--- src/rtl/enc_mode_pkg.sv ---
package enc_mode_pkg;

    typedef enum logic [2:0] {
        CMD_SOFT_RST = 3'd0,
        CMD_RECONF   = 3'd1,
        CMD_ENABLE   = 3'd2,
        CMD_START    = 3'd3,
        CMD_STOP     = 3'd4,
        CMD_PAUSE    = 3'd5,
        CMD_SLEEP    = 3'd6,
        CMD_FORCE    = 3'd7
    } cmd_e;

    typedef enum logic [2:0] {
        MODE_IDLE   = 3'd0,
        MODE_STOP   = 3'd1,
        MODE_ENCODE = 3'd2,
        MODE_PAUSED = 3'd3,
        MODE_PWRDN  = 3'd4
    } mode_e;

    typedef enum logic [3:0] {
        S_IDLE,
        S_STOP,
        S_ENCODE,
        S_PAUSED,
        S_PWRDN,
        S_PRE_ENC,
        S_DRAIN_STOP,
        S_DRAIN_PAUSE,
        S_RESTORE
    } state_e;

    typedef struct packed {
        logic in_proc;
        logic mux_out;
        logic clk_on;
    } ctrl_t;

    function automatic mode_e report_mode(state_e s);
        case (s)
            S_STOP, S_PRE_ENC:                 return MODE_STOP;
            S_ENCODE, S_DRAIN_STOP,
            S_DRAIN_PAUSE:                     return MODE_ENCODE;
            S_PAUSED:                          return MODE_PAUSED;
            S_PWRDN:                           return MODE_PWRDN;
            default:                           return MODE_IDLE;
        endcase
    endfunction

    function automatic ctrl_t ctrl_of(state_e s);
        ctrl_t c;
        c.clk_on  = (s != S_PWRDN);
        c.in_proc = (s == S_STOP) || (s == S_PRE_ENC) || (s == S_ENCODE) ||
                    (s == S_PAUSED) || (s == S_DRAIN_STOP) || (s == S_DRAIN_PAUSE);
        c.mux_out = (s == S_ENCODE) || (s == S_DRAIN_STOP) || (s == S_DRAIN_PAUSE);
        return c;
    endfunction

    function automatic logic is_busy(state_e s);
        return (s == S_PRE_ENC) || (s == S_DRAIN_STOP) ||
               (s == S_DRAIN_PAUSE) || (s == S_RESTORE);
    endfunction

    function automatic logic is_draining(state_e s);
        return (s == S_DRAIN_STOP) || (s == S_DRAIN_PAUSE);
    endfunction

    function automatic logic [31:0] cfg_default(int unsigned k);
        return 32'h10 + 32'(k);
    endfunction

endpackage

--- src/rtl/enc_cmd_fsm.sv ---
module enc_cmd_fsm
    import enc_mode_pkg::*;
#(
    parameter int TO_W        = 16,
    parameter int RESTORE_CYC = 8
) (
    input  logic            clk,
    input  logic            rst,
    input  logic            cmd_valid,
    input  logic [2:0]      cmd_code,
    input  logic            gop_done,
    input  logic [TO_W-1:0] timeout_limit,
    input  logic            err_clr,
    output state_e          state_o,
    output logic            done_evt,
    output logic            soft_rst_evt,
    output logic            eos_req,
    output logic            ctx_save,
    output logic            err_timeout
);

    localparam logic [TO_W-1:0] RESTORE_LAST = TO_W'(RESTORE_CYC - 1);

    state_e          state_q, state_d;
    logic [TO_W-1:0] cnt_q;
    logic            eos_q, ctx_q, err_q;
    cmd_e            cmd;

    assign cmd = cmd_e'(cmd_code);

    always_comb begin
        state_d      = state_q;
        done_evt     = 1'b0;
        soft_rst_evt = 1'b0;
        if (cmd_valid && cmd == CMD_SOFT_RST && state_q != S_PWRDN) begin
            state_d      = S_IDLE;
            done_evt     = 1'b1;
            soft_rst_evt = 1'b1;
        end else if (cmd_valid && cmd == CMD_FORCE &&
                     state_q != S_PWRDN && state_q != S_RESTORE) begin
            state_d = S_RESTORE;
        end else begin
            case (state_q)
                S_IDLE: if (cmd_valid) begin
                    case (cmd)
                        CMD_ENABLE: begin state_d = S_STOP;  done_evt = 1'b1; end
                        CMD_START:  state_d = S_PRE_ENC;
                        CMD_RECONF: begin state_d = S_IDLE;  done_evt = 1'b1; end
                        CMD_SLEEP:  begin state_d = S_PWRDN; done_evt = 1'b1; end
                        default: ;
                    endcase
                end
                S_STOP, S_PAUSED: if (cmd_valid) begin
                    case (cmd)
                        CMD_START:  begin state_d = S_ENCODE; done_evt = 1'b1; end
                        CMD_RECONF: begin state_d = S_IDLE;   done_evt = 1'b1; end
                        default: ;
                    endcase
                end
                S_ENCODE: if (cmd_valid) begin
                    case (cmd)
                        CMD_STOP:  state_d = S_DRAIN_STOP;
                        CMD_PAUSE: state_d = S_DRAIN_PAUSE;
                        default: ;
                    endcase
                end
                S_PRE_ENC: begin
                    state_d  = S_ENCODE;
                    done_evt = 1'b1;
                end
                S_DRAIN_STOP: if (gop_done) begin
                    state_d  = S_STOP;
                    done_evt = 1'b1;
                end
                S_DRAIN_PAUSE: if (gop_done) begin
                    state_d  = S_PAUSED;
                    done_evt = 1'b1;
                end
                S_RESTORE: if (cnt_q == RESTORE_LAST) begin
                    state_d  = S_IDLE;
                    done_evt = 1'b1;
                end
                default: ;
            endcase
        end
    end

    always_ff @(posedge clk) begin
        if (rst) begin
            state_q <= S_IDLE;
            cnt_q   <= '0;
            eos_q   <= 1'b0;
            ctx_q   <= 1'b0;
            err_q   <= 1'b0;
        end else begin
            state_q <= state_d;
            eos_q   <= (state_q == S_DRAIN_STOP)  && (state_d == S_STOP);
            ctx_q   <= (state_q == S_DRAIN_PAUSE) && (state_d == S_PAUSED);
            if (state_d != state_q)
                cnt_q <= '0;
            else if (state_q == S_RESTORE || (is_draining(state_q) && cnt_q != timeout_limit))
                cnt_q <= cnt_q + 1'b1;
            if (is_draining(state_q) && state_d == state_q && cnt_q == timeout_limit)
                err_q <= 1'b1;
            else if (err_clr)
                err_q <= 1'b0;
        end
    end

    assign state_o     = state_q;
    assign eos_req     = eos_q;
    assign ctx_save    = ctx_q;
    assign err_timeout = err_q;

    // power-down is left only through hard reset
    p_pwrdn_hold_r8: assert property (@(posedge clk) disable iff (rst)
        (state_q == S_PWRDN) |=> (state_q == S_PWRDN));

    // end-of-sequence follows only a completed stop drain
    p_eos_origin_r4: assert property (@(posedge clk) disable iff (rst)
        eos_q |-> $past(state_q == S_DRAIN_STOP));

    // a stop drain ends in Stop only after the handshake
    p_drain_needs_done_r4: assert property (@(posedge clk) disable iff (rst)
        ($past(state_q == S_DRAIN_STOP) && state_q == S_STOP) |-> $past(gop_done));

    // context save follows only a completed pause drain
    p_ctx_origin_r5: assert property (@(posedge clk) disable iff (rst)
        ctx_q |-> $past(state_q == S_DRAIN_PAUSE));

endmodule

--- src/rtl/enc_cfg_bank.sv ---
module enc_cfg_bank
    import enc_mode_pkg::*;
#(
    parameter int NUM_CFG = 8,
    parameter int NUM_DYN = 2,
    parameter int DATA_W  = 8,
    localparam int AW     = $clog2(NUM_CFG)
) (
    input  logic              clk,
    input  logic              rst,
    input  logic              soft_rst,
    input  logic              wr_en,
    input  logic [AW-1:0]     addr,
    input  logic [DATA_W-1:0] wdata,
    input  logic              allow_dyn,
    input  logic              allow_static,
    output logic [DATA_W-1:0] rdata
);

    logic [DATA_W-1:0] regs [NUM_CFG];

    for (genvar k = 0; k < NUM_CFG; k++) begin : g_reg
        logic wr_ok;
        if (k < NUM_DYN) begin : g_dyn
            assign wr_ok = allow_dyn;
        end else begin : g_static
            assign wr_ok = allow_static;

            // static registers change only in Idle or on soft reset
            p_static_gate_r12: assert property (@(posedge clk) disable iff (rst)
                !$stable(regs[k]) |-> $past(allow_static || soft_rst));
        end

        always_ff @(posedge clk) begin
            if (rst || soft_rst)
                regs[k] <= DATA_W'(cfg_default(k));
            else if (wr_en && addr == AW'(k) && wr_ok)
                regs[k] <= wdata;
        end
    end

    assign rdata = (32'(addr) < NUM_CFG) ? regs[addr] : '0;

endmodule

--- src/rtl/enc_irq_unit.sv ---
module enc_irq_unit (
    input  logic clk,
    input  logic rst,
    input  logic done_evt,
    input  logic clr,
    input  logic mask,
    output logic flag,
    output logic irq_n
);

    logic flag_q;

    always_ff @(posedge clk) begin
        if (rst)
            flag_q <= 1'b0;
        else if (done_evt)
            flag_q <= 1'b1;
        else if (clr)
            flag_q <= 1'b0;
    end

    assign flag  = flag_q;
    assign irq_n = ~(flag_q & ~mask);

    // the flag rises only on a completed transition
    p_flag_source_r11: assert property (@(posedge clk) disable iff (rst)
        $rose(flag_q) |-> $past(done_evt));

    // the flag falls only on a clear
    p_flag_clear_r11: assert property (@(posedge clk) disable iff (rst)
        $fell(flag_q) |-> $past(clr));

endmodule

--- src/rtl/enc_mode_ctrl.sv ---
module enc_mode_ctrl
    import enc_mode_pkg::*;
#(
    parameter int NUM_CFG     = 8,
    parameter int NUM_DYN     = 2,
    parameter int DATA_W      = 8,
    parameter int TO_W        = 16,
    parameter int RESTORE_CYC = 8,
    localparam int AW         = $clog2(NUM_CFG)
) (
    input  logic              clk,
    input  logic              rst,
    input  logic              cmd_valid,
    input  logic [2:0]        cmd_code,
    input  logic              gop_done,
    input  logic [TO_W-1:0]   timeout_limit,
    input  logic [1:0]        stat_clr,
    input  logic              irq_mask,
    input  logic              cfg_wr,
    input  logic [AW-1:0]     cfg_addr,
    input  logic [DATA_W-1:0] cfg_wdata,
    output logic [DATA_W-1:0] cfg_rdata,
    output logic [2:0]        mode_o,
    output logic              busy_o,
    output logic              in_proc_en,
    output logic              mux_out_en,
    output logic              clk_en,
    output logic              eos_req,
    output logic              ctx_save,
    output logic              done_flag,
    output logic              err_timeout,
    output logic              irq_n
);

    state_e state;
    ctrl_t  ctrl;
    logic   done_evt, soft_rst_evt;
    logic   allow_dyn, allow_static;

    enc_cmd_fsm #(.TO_W(TO_W), .RESTORE_CYC(RESTORE_CYC)) u_fsm (
        .clk          (clk),
        .rst          (rst),
        .cmd_valid    (cmd_valid),
        .cmd_code     (cmd_code),
        .gop_done     (gop_done),
        .timeout_limit(timeout_limit),
        .err_clr      (stat_clr[1]),
        .state_o      (state),
        .done_evt     (done_evt),
        .soft_rst_evt (soft_rst_evt),
        .eos_req      (eos_req),
        .ctx_save     (ctx_save),
        .err_timeout  (err_timeout)
    );

    assign ctrl         = ctrl_of(state);
    assign in_proc_en   = ctrl.in_proc;
    assign mux_out_en   = ctrl.mux_out;
    assign clk_en       = ctrl.clk_on;
    assign mode_o       = report_mode(state);
    assign busy_o       = is_busy(state);
    assign allow_static = (state == S_IDLE);
    assign allow_dyn    = (state == S_IDLE) || (state == S_STOP) ||
                          (state == S_ENCODE) || (state == S_PAUSED);

    enc_cfg_bank #(.NUM_CFG(NUM_CFG), .NUM_DYN(NUM_DYN), .DATA_W(DATA_W)) u_cfg (
        .clk         (clk),
        .rst         (rst),
        .soft_rst    (soft_rst_evt),
        .wr_en       (cfg_wr),
        .addr        (cfg_addr),
        .wdata       (cfg_wdata),
        .allow_dyn   (allow_dyn),
        .allow_static(allow_static),
        .rdata       (cfg_rdata)
    );

    enc_irq_unit u_irq (
        .clk     (clk),
        .rst     (rst),
        .done_evt(done_evt),
        .clr     (stat_clr[0]),
        .mask    (irq_mask),
        .flag    (done_flag),
        .irq_n   (irq_n)
    );

    // the multiplexer never runs without input processing
    p_mux_needs_input_r3: assert property (@(posedge clk) disable iff (rst)
        mux_out_en |-> in_proc_en);

    // a busy step that is not a forced reconfigure stays busy or completes
    p_busy_no_new_drain_r6: assert property (@(posedge clk) disable iff (rst)
        ($past(busy_o) && $past(mode_o) == 3'd2 && mode_o != 3'd2) |-> $past(gop_done || cmd_valid));

endmodule

--- config.mk ---
export PLATFORM = sky130hd
export DESIGN_NAME = enc_mode_ctrl
export DESIGN_NICKNAME = d
export VERILOG_FILES = /design/src/rtl/enc_mode_pkg.sv /design/src/rtl/enc_cmd_fsm.sv /design/src/rtl/enc_cfg_bank.sv /design/src/rtl/enc_irq_unit.sv /design/src/rtl/enc_mode_ctrl.sv
export SDC_FILE = /design/constraint.sdc
export NUM_CORES = 1
export LEC_CHECK = 0
export BUFFER_PORTS_ARGS = -buffer_cell sky130_fd_sc_hd__buf_2
export CORE_UTILIZATION = 40
export CTS_CLUSTER_SIZE = 8
export DETAILED_ROUTE_END_ITERATION = 6
export MAX_ROUTING_LAYER = met4
export PLACE_DENSITY = 0.72
export SLEW_MARGIN = 20
export SYNTH_ARGS = -nofsm -noshare
export SYNTH_HDL_FRONTEND = slang
export SYNTH_SLANG_ARGS = --single-unit
--- constraint.sdc ---
create_clock -name clk -period 2.5 [get_ports clk]
set_clock_uncertainty 0.2 [all_clocks]
set_input_delay 0.125 -clock clk [delete_from_list [all_inputs] [get_ports clk]]
set_output_delay 0.125 -clock clk [all_outputs]
set_load 0.05 [all_outputs]
Word-level counts from Yosys, hierarchy flattened --
Memories as Yosys holds them, arrays and structs flattened. Cells that the tools add are included.
Word-level totals: register bits after elaboration 24, memories kept 1, output and inout port bits 20, memory bits (writable) 64
Memories:
- u_cfg.regs | words 8, width 8, read ports 1, clocked after memory_dff 0, wr ports 8, RTL line enc_cfg_bank.sv:20 | logic [DATA_W-1:0] regs [NUM_CFG];
Operators by class: equal/unequal tests 31, reductions and logical operators 54, bitwise logic cells 11, $add $sub $neg 1, multiplexer cells 61
Operators with widths (count):
- 8-bit 2-to-1 mux | 8
- 1-bit 2-to-1 mux | 39
- 4-bit 2-to-1 mux | 8
- 4-bit one-hot mux with 7 select lines | 1
- 1-bit logical AND | 26
- 3-bit == test, second input constant | 8
- 16-bit by 1-bit adder with 16-bit output, second input constant | 1
- 16-bit == test | 1
- 16-bit by 3-bit == test with 1-bit output, second input constant | 1
- 4-bit by 3-bit == test with 1-bit output, second input constant | 4
- 1-bit logical OR | 16
- 16-bit inequality test | 1
- 4-bit one-hot mux with 2 select lines | 2
- 4-bit one-hot mux with 4 select lines | 1
- 3-bit by 2-bit == test with 1-bit output, second input constant | 4
- 4-bit by 2-bit == test with 1-bit output, second input constant | 3
- 3-bit one-hot mux with 4 select lines | 1
- 2-bit OR reduction | 5
- 4-bit by 1-bit == test with 1-bit output, second input constant | 2
- 1-bit bitwise OR | 8
- 3-bit by 1-bit == test with 1-bit output, second input constant | 2
- 3-bit zero test | 2
- 3-bit OR reduction | 2
- 1-bit one-hot mux with 5 select lines | 1
- other kinds (9) | 11

Depth between registers and ports, before layout --
depth in word-level cells 10, mapped depth 9, depth with buffers taken out 6

Hierarchy --
From an unflattened synthesis, not the netlist that was laid out.
Second synthesis, totals: cells, all modules 458, area total of the unflattened synthesis 4879.7 um2
By module, submodules not included:
- enc_cfg_bank | times used 1, sequential area each 1921.8 um2, cells each 221, area each 3006.6 um2
- enc_cmd_fsm | times used 1, sequential area each 460.4 um2, cells each 218, area each 1747.9 um2
- enc_mode_ctrl | times used 1, sequential area each 0.0 um2, cells each 14, area each 80.1 um2
- enc_irq_unit | times used 1, sequential area each 20.0 um2, cells each 5, area each 45.0 um2

Worst setup path after synthesis --
Ideal clock, no wire load.
path kind register to register, start point reg u_fsm.state_q[0], in the netlist u_fsm.state_o[0], end point mem u_cfg.regs[0][4], data pin, buffers on the path 2, cell stages (with the launch flop) 8, setup slack 0.080 ns, clock period less this slack 2.420 ns, arrival time 1.950 ns, data required time 2.030 ns, path through dfxtp_1 buf_6 or4b_4 buf_6 a31oi_2 nand2_1 nor3_1 nand2b_1
RTL lines:
- start: declaration | RTL line enc_cmd_fsm.sv:24 | state_e state_q, state_d;
- start signal: assignment | RTL line enc_cmd_fsm.sv:96 | state_q <= state_d;
- end: declaration | RTL line enc_cfg_bank.sv:20

Worst setup path in the final report --
start point reg u_fsm.state_q[2], in the netlist u_fsm.state_o[2], end point out busy_o
On the way: word-level cells in the longest chain between the ends 4
Ends and longest elaborated chain:
- 4-bit by 3-bit == test with 1-bit output | RTL line enc_mode_pkg.sv:61 | return (s == S_PRE_ENC) || (s == S_DRAIN_STOP) ||
- 1-bit logical OR (2 in a row) | RTL line enc_mode_pkg.sv:61
- 1-bit logical OR (*) | RTL line enc_mode_pkg.sv:62 | (s == S_DRAIN_PAUSE) || (s == S_RESTORE);
- end: declaration | RTL line enc_mode_ctrl.sv:24 | output logic busy_o,
Every way passes the cells marked *; elsewhere a longest branch is shown, timed or not.

==> impl_metrics.py <==
metrics = {
    "pwr": {
        "power_mw": 3.54,
        "clockPowerShare": 0.387,
        "p_sw_mw": 0.937,
        "cell_internal_pwr_mw": 2.60,
        "p_seq_frac": 0.461,
        "swShare": 0.265,
        "leakagePower_nw": 2.10,
        "pwr_density_cell_mw_per_mm2": 612,
        "ir_drop_mv": 0.296,
        "comb_power_share": 0.151,
    },
    "worst_setup_path": {
        "start_kind": "flip-flop",
        "crit_chain": "buf_4, or4b_1, buf_4, o21ai_0, buf_2",
        "arrival_ns": 2.02,
        "path_class": "reg -> out",
        "r2r_end": "u_fsm.cnt_q[12]$_SDFFE_PP0P_",
        "path_max_fanout": 11,
        "slowest_delay_ns": 0.57,
        "r2r-start": "u_fsm.state_o[1]$_SDFF_PP0_",
        "critPathCaptureType": "primary output",
        "r2r_slack_ns": 0.18,
        "slowest_stage": "or4b_1",
        "crit_top_cell": "buf_4",
        "reg2regPathDepth": 7,
        "cp.required_ns": 2.17,
    },
    "die": {
        "die_h_um": 111,
        "die_area_mm2": 0.0124,
        "core_mm2": 0.0115,
        "initial_core_util": 0.415,
        "ios": 58,
        "rows": 39,
        "die_w_um": 111,
    },
    "clocking": {
        "clock_sinks": 88,
        "htreeDepth": 3,
        "cts_inserted_buffers": 9,
        "cts_tree": "built",
        "clk_pin_slew_ns": 0.07,
        "clock_latency_ns": 0.34,
        "clockBufferDepth": 2,
        "cts_root_buffer": "clkbuf_16",
    },
    "yosys": {
        "syn-instance-count": 421,
        "synth_ff_type": "edfxtp_1",
        "syn_avg_cell_area_um2": 11.3,
        "syn_area_mm2": 0.00478,
        "seq_area_frac_synth": 0.503,
        "yosys_warnings": 0,
        "synth-edff-count": 64,
        "ys_types": 53,
        "synth_seq_cells": 88,
        "syn_nets": 460,
        "synthArstFlopShare": 0,
    },
    "timing": {
        "min_period_ns": 2.34,
        "rsz0062_at_grt": "false",
        "worst_pin_slew_ns": 0.609,
        "finalMaxSlewViolations": 0,
        "relSlewSlack": 0.594,
        "setup_viol_count_final": 0,
        "period_share": 0.938,
        "max_freq_mhz": 427,
        "setup_ws_ns": 0.156,
        "hold_violations": 0,
    },
    "routing": {
        "drt_iter0_drc": 141,
        "post_drt_wl_per_cell_um": 17.1,
        "final_antenna_net_count": 0,
        "drcViolationCount": 7,
        "post_drt_via_cell_ratio": 5.44,
        "totalWireLength_mm": 11.1,
        "first_pass_iters": 6,
        "num_vias": 3532,
    },
    "final_layout": {
        "antenna-diode-count": 0,
        "mostFrequentLayoutCells": "64 x edfxtp_1, 57 x buf_2, 45 x and2_1",
        "syn_to_final_growth_pct": 21.2,
        "fin_cells": 649,
        "final_nets": 540,
        "drive_gt1_frac": 0.296,
        "layout_commonest_cell": "edfxtp_1",
    },
    "min_path": {
        "hold_start": "cmd_valid",
        "min_path_cells": 3,
        "holdPathEnd": "u_fsm.state_o[3]$_SDFF_PP0_",
        "hold_path.class": "in -> reg",
    },
    "global_routing": {
        "antenna_found_initial": 0,
        "first_global_vias": 3540,
        "groute.usage.overall": 0.193,
        "met3_usage": 0.0350,
        "grt_start_max_net_pins": 31,
        "grt_overflow": 0,
        "grt-busiest-layer": "met2",
        "grt_pass1_wl_mm": 17.8,
        "use_met2": 0.324,
        "met1_usage": 0.235,
    },
    "run_status": {
        "violations": "DRC",
        "status": "finished with violations",
    },
    "placed_design": {
        "gp_congestion": 0.941,
        "dp_hpwl_mm": 7.83,
        "place_inst": 621,
        "io_buffers": 57,
        "preCtsSetupSlack_ns": -0.0286,
    },
    "flow_run": {
        "cap_violations": 0,
    },
}
-- synth_stat cells (all sizes together) (2+ instances only) --
library cell / count / area (um^2)
or2: 2 / 12.5
nor4: 8 / 50.1
mux4: 16 / 360
buf: 7 / 52.5
or3: 15 / 93.8
edfxtp: 64 / 1920
o21ai: 15 / 78.8
nand2: 20 / 75.1
o31ai: 13 / 97.6
and3b: 2 / 17.5
a31oi: 4 / 31.3
xor2: 18 / 158
o211ai: 3 / 22.5
nor2b: 4 / 25.0
a21oi: 20 / 130
clkbuf: 21 / 78.8
nor2: 23 / 91.3
a211oi: 3 / 22.5
mux2i: 2 / 20.0
mux2: 8 / 90.1
inv: 12 / 45.0
nor3: 9 / 50.1
or4b: 3 / 33.8
nor4b: 2 / 17.5
nor3b: 2 / 15.0
and2: 45 / 282
nand3: 10 / 50.1
or4: 12 / 90.1
nand4: 8 / 50.1
dfxtp: 24 / 480
nand4b: 3 / 41.3
nand2b: 11 / 68.8
-- cell type report --
cell class,instances,area [um^2]
inverters,12,45.0
repair buffers,97,638
flip-flops and latches,88,2400
clock buffers,9,225
well taps,143,179
multi-input cells,293,2220
fillers,1008,5730
clock inverters,7,76.3
-- layer usage --
metal	wire, um	vias to the layer above	share of wire
li1	-	1739	-
met1	4810	1669	0.43
met2	5540	106	0.50
met3	562	18	0.051
met4	197	0	0.018
met5	0	-	0
-- worst max-delay path by stage --
stage | start | end | slack (ns) | cells after the start
2_1_floorplan | u_fsm.state_o[0]$_SDFF_PP0_ | u_cfg.regs[0][4]$_SDFFCE_PN1P_ | 0.08 | 7
3_3_place_gp | u_fsm.state_o[1]$_SDFF_PP0_ | u_fsm.cnt_q[9]$_SDFFE_PP0P_ | 0.08 | 6
3_5_place_dp | u_fsm.state_o[1]$_SDFF_PP0_ | u_fsm.cnt_q[12]$_SDFFE_PP0P_ | -0.03 | 6
4_1_cts | u_fsm.state_o[1]$_SDFF_PP0_ | u_fsm.cnt_q[12]$_SDFFE_PP0P_ | 0.14 | 7
5_1_grt | u_fsm.state_o[1]$_SDFF_PP0_ | u_fsm.cnt_q[12]$_SDFFE_PP0P_ | 0.004 | 8
6_report | u_fsm.state_o[2]$_SDFF_PP0_ | busy_o | 0.16 | 5
-- stage by stage --
stage	hold WS, ns	TNS (ns)	area, um^2	util
floorplan	0.0802	0	4780	-
global placement	0.167	0	5330	0.463
detailed placement	0.176	-0.0693	5330	0.463
CTS	0.0552	0	5760	0.500
global route	0.0850	0	5790	0.503
finish	0.0824	0	5790	0.503
-- logic make-up (layout without fill, tap and decap cells) --
logic type      count (synthesis)  after routing  synth area share
compound gates                 66             66            0.0980
buf+inv                        40            125            0.0369
flops                          88             88             0.503
simple gates                  182            182             0.228
mux                            26             26            0.0985
fa+ha+maj                       1              1           0.00262
xor+xnor                       18             18            0.0330
-- power by group through the flow --
stage | clock network [mW] | logic, mW | registers, mW
4_1_cts | 1.39 | 0.533 | 1.63
5_1_grt | 1.45 | 0.576 | 1.64
3_3_place_gp | 0 | 0.497 | 1.66
2_1_floorplan | 0 | 0.345 | 1.66
6_report | 1.37 | 0.536 | 1.63
3_5_place_dp | 0 | 0.505 | 1.67
-- worst max-delay path: cells and delay by family, from the launching register on --
family          cells  cell delay (ns)
compound gates      1             0.12
flops               1             0.32
simple gates        1             0.57
buf+inv             3             0.66
-- timing repair --
item                                   4_1_cts  5_1_grt
setup endpoints to repair                   14       13
hold buffers                                11        0
resized for setup                            0        8
setup buffers                                1        0
endpoints found under the hold margin       64        0
pin swaps                                    1        1
-- registers in the layout (all words and copies together), names as in the netlist --
signal / cells
u_cfg.regs: 64
u_fsm.err_timeout: 1
u_fsm.eos_req: 1
u_fsm.cnt_q: 16
u_fsm.ctx_save: 1
u_fsm.state_o: 4
u_irq.flag: 1
No activity file was read; power rests on OpenSTA's default activity.
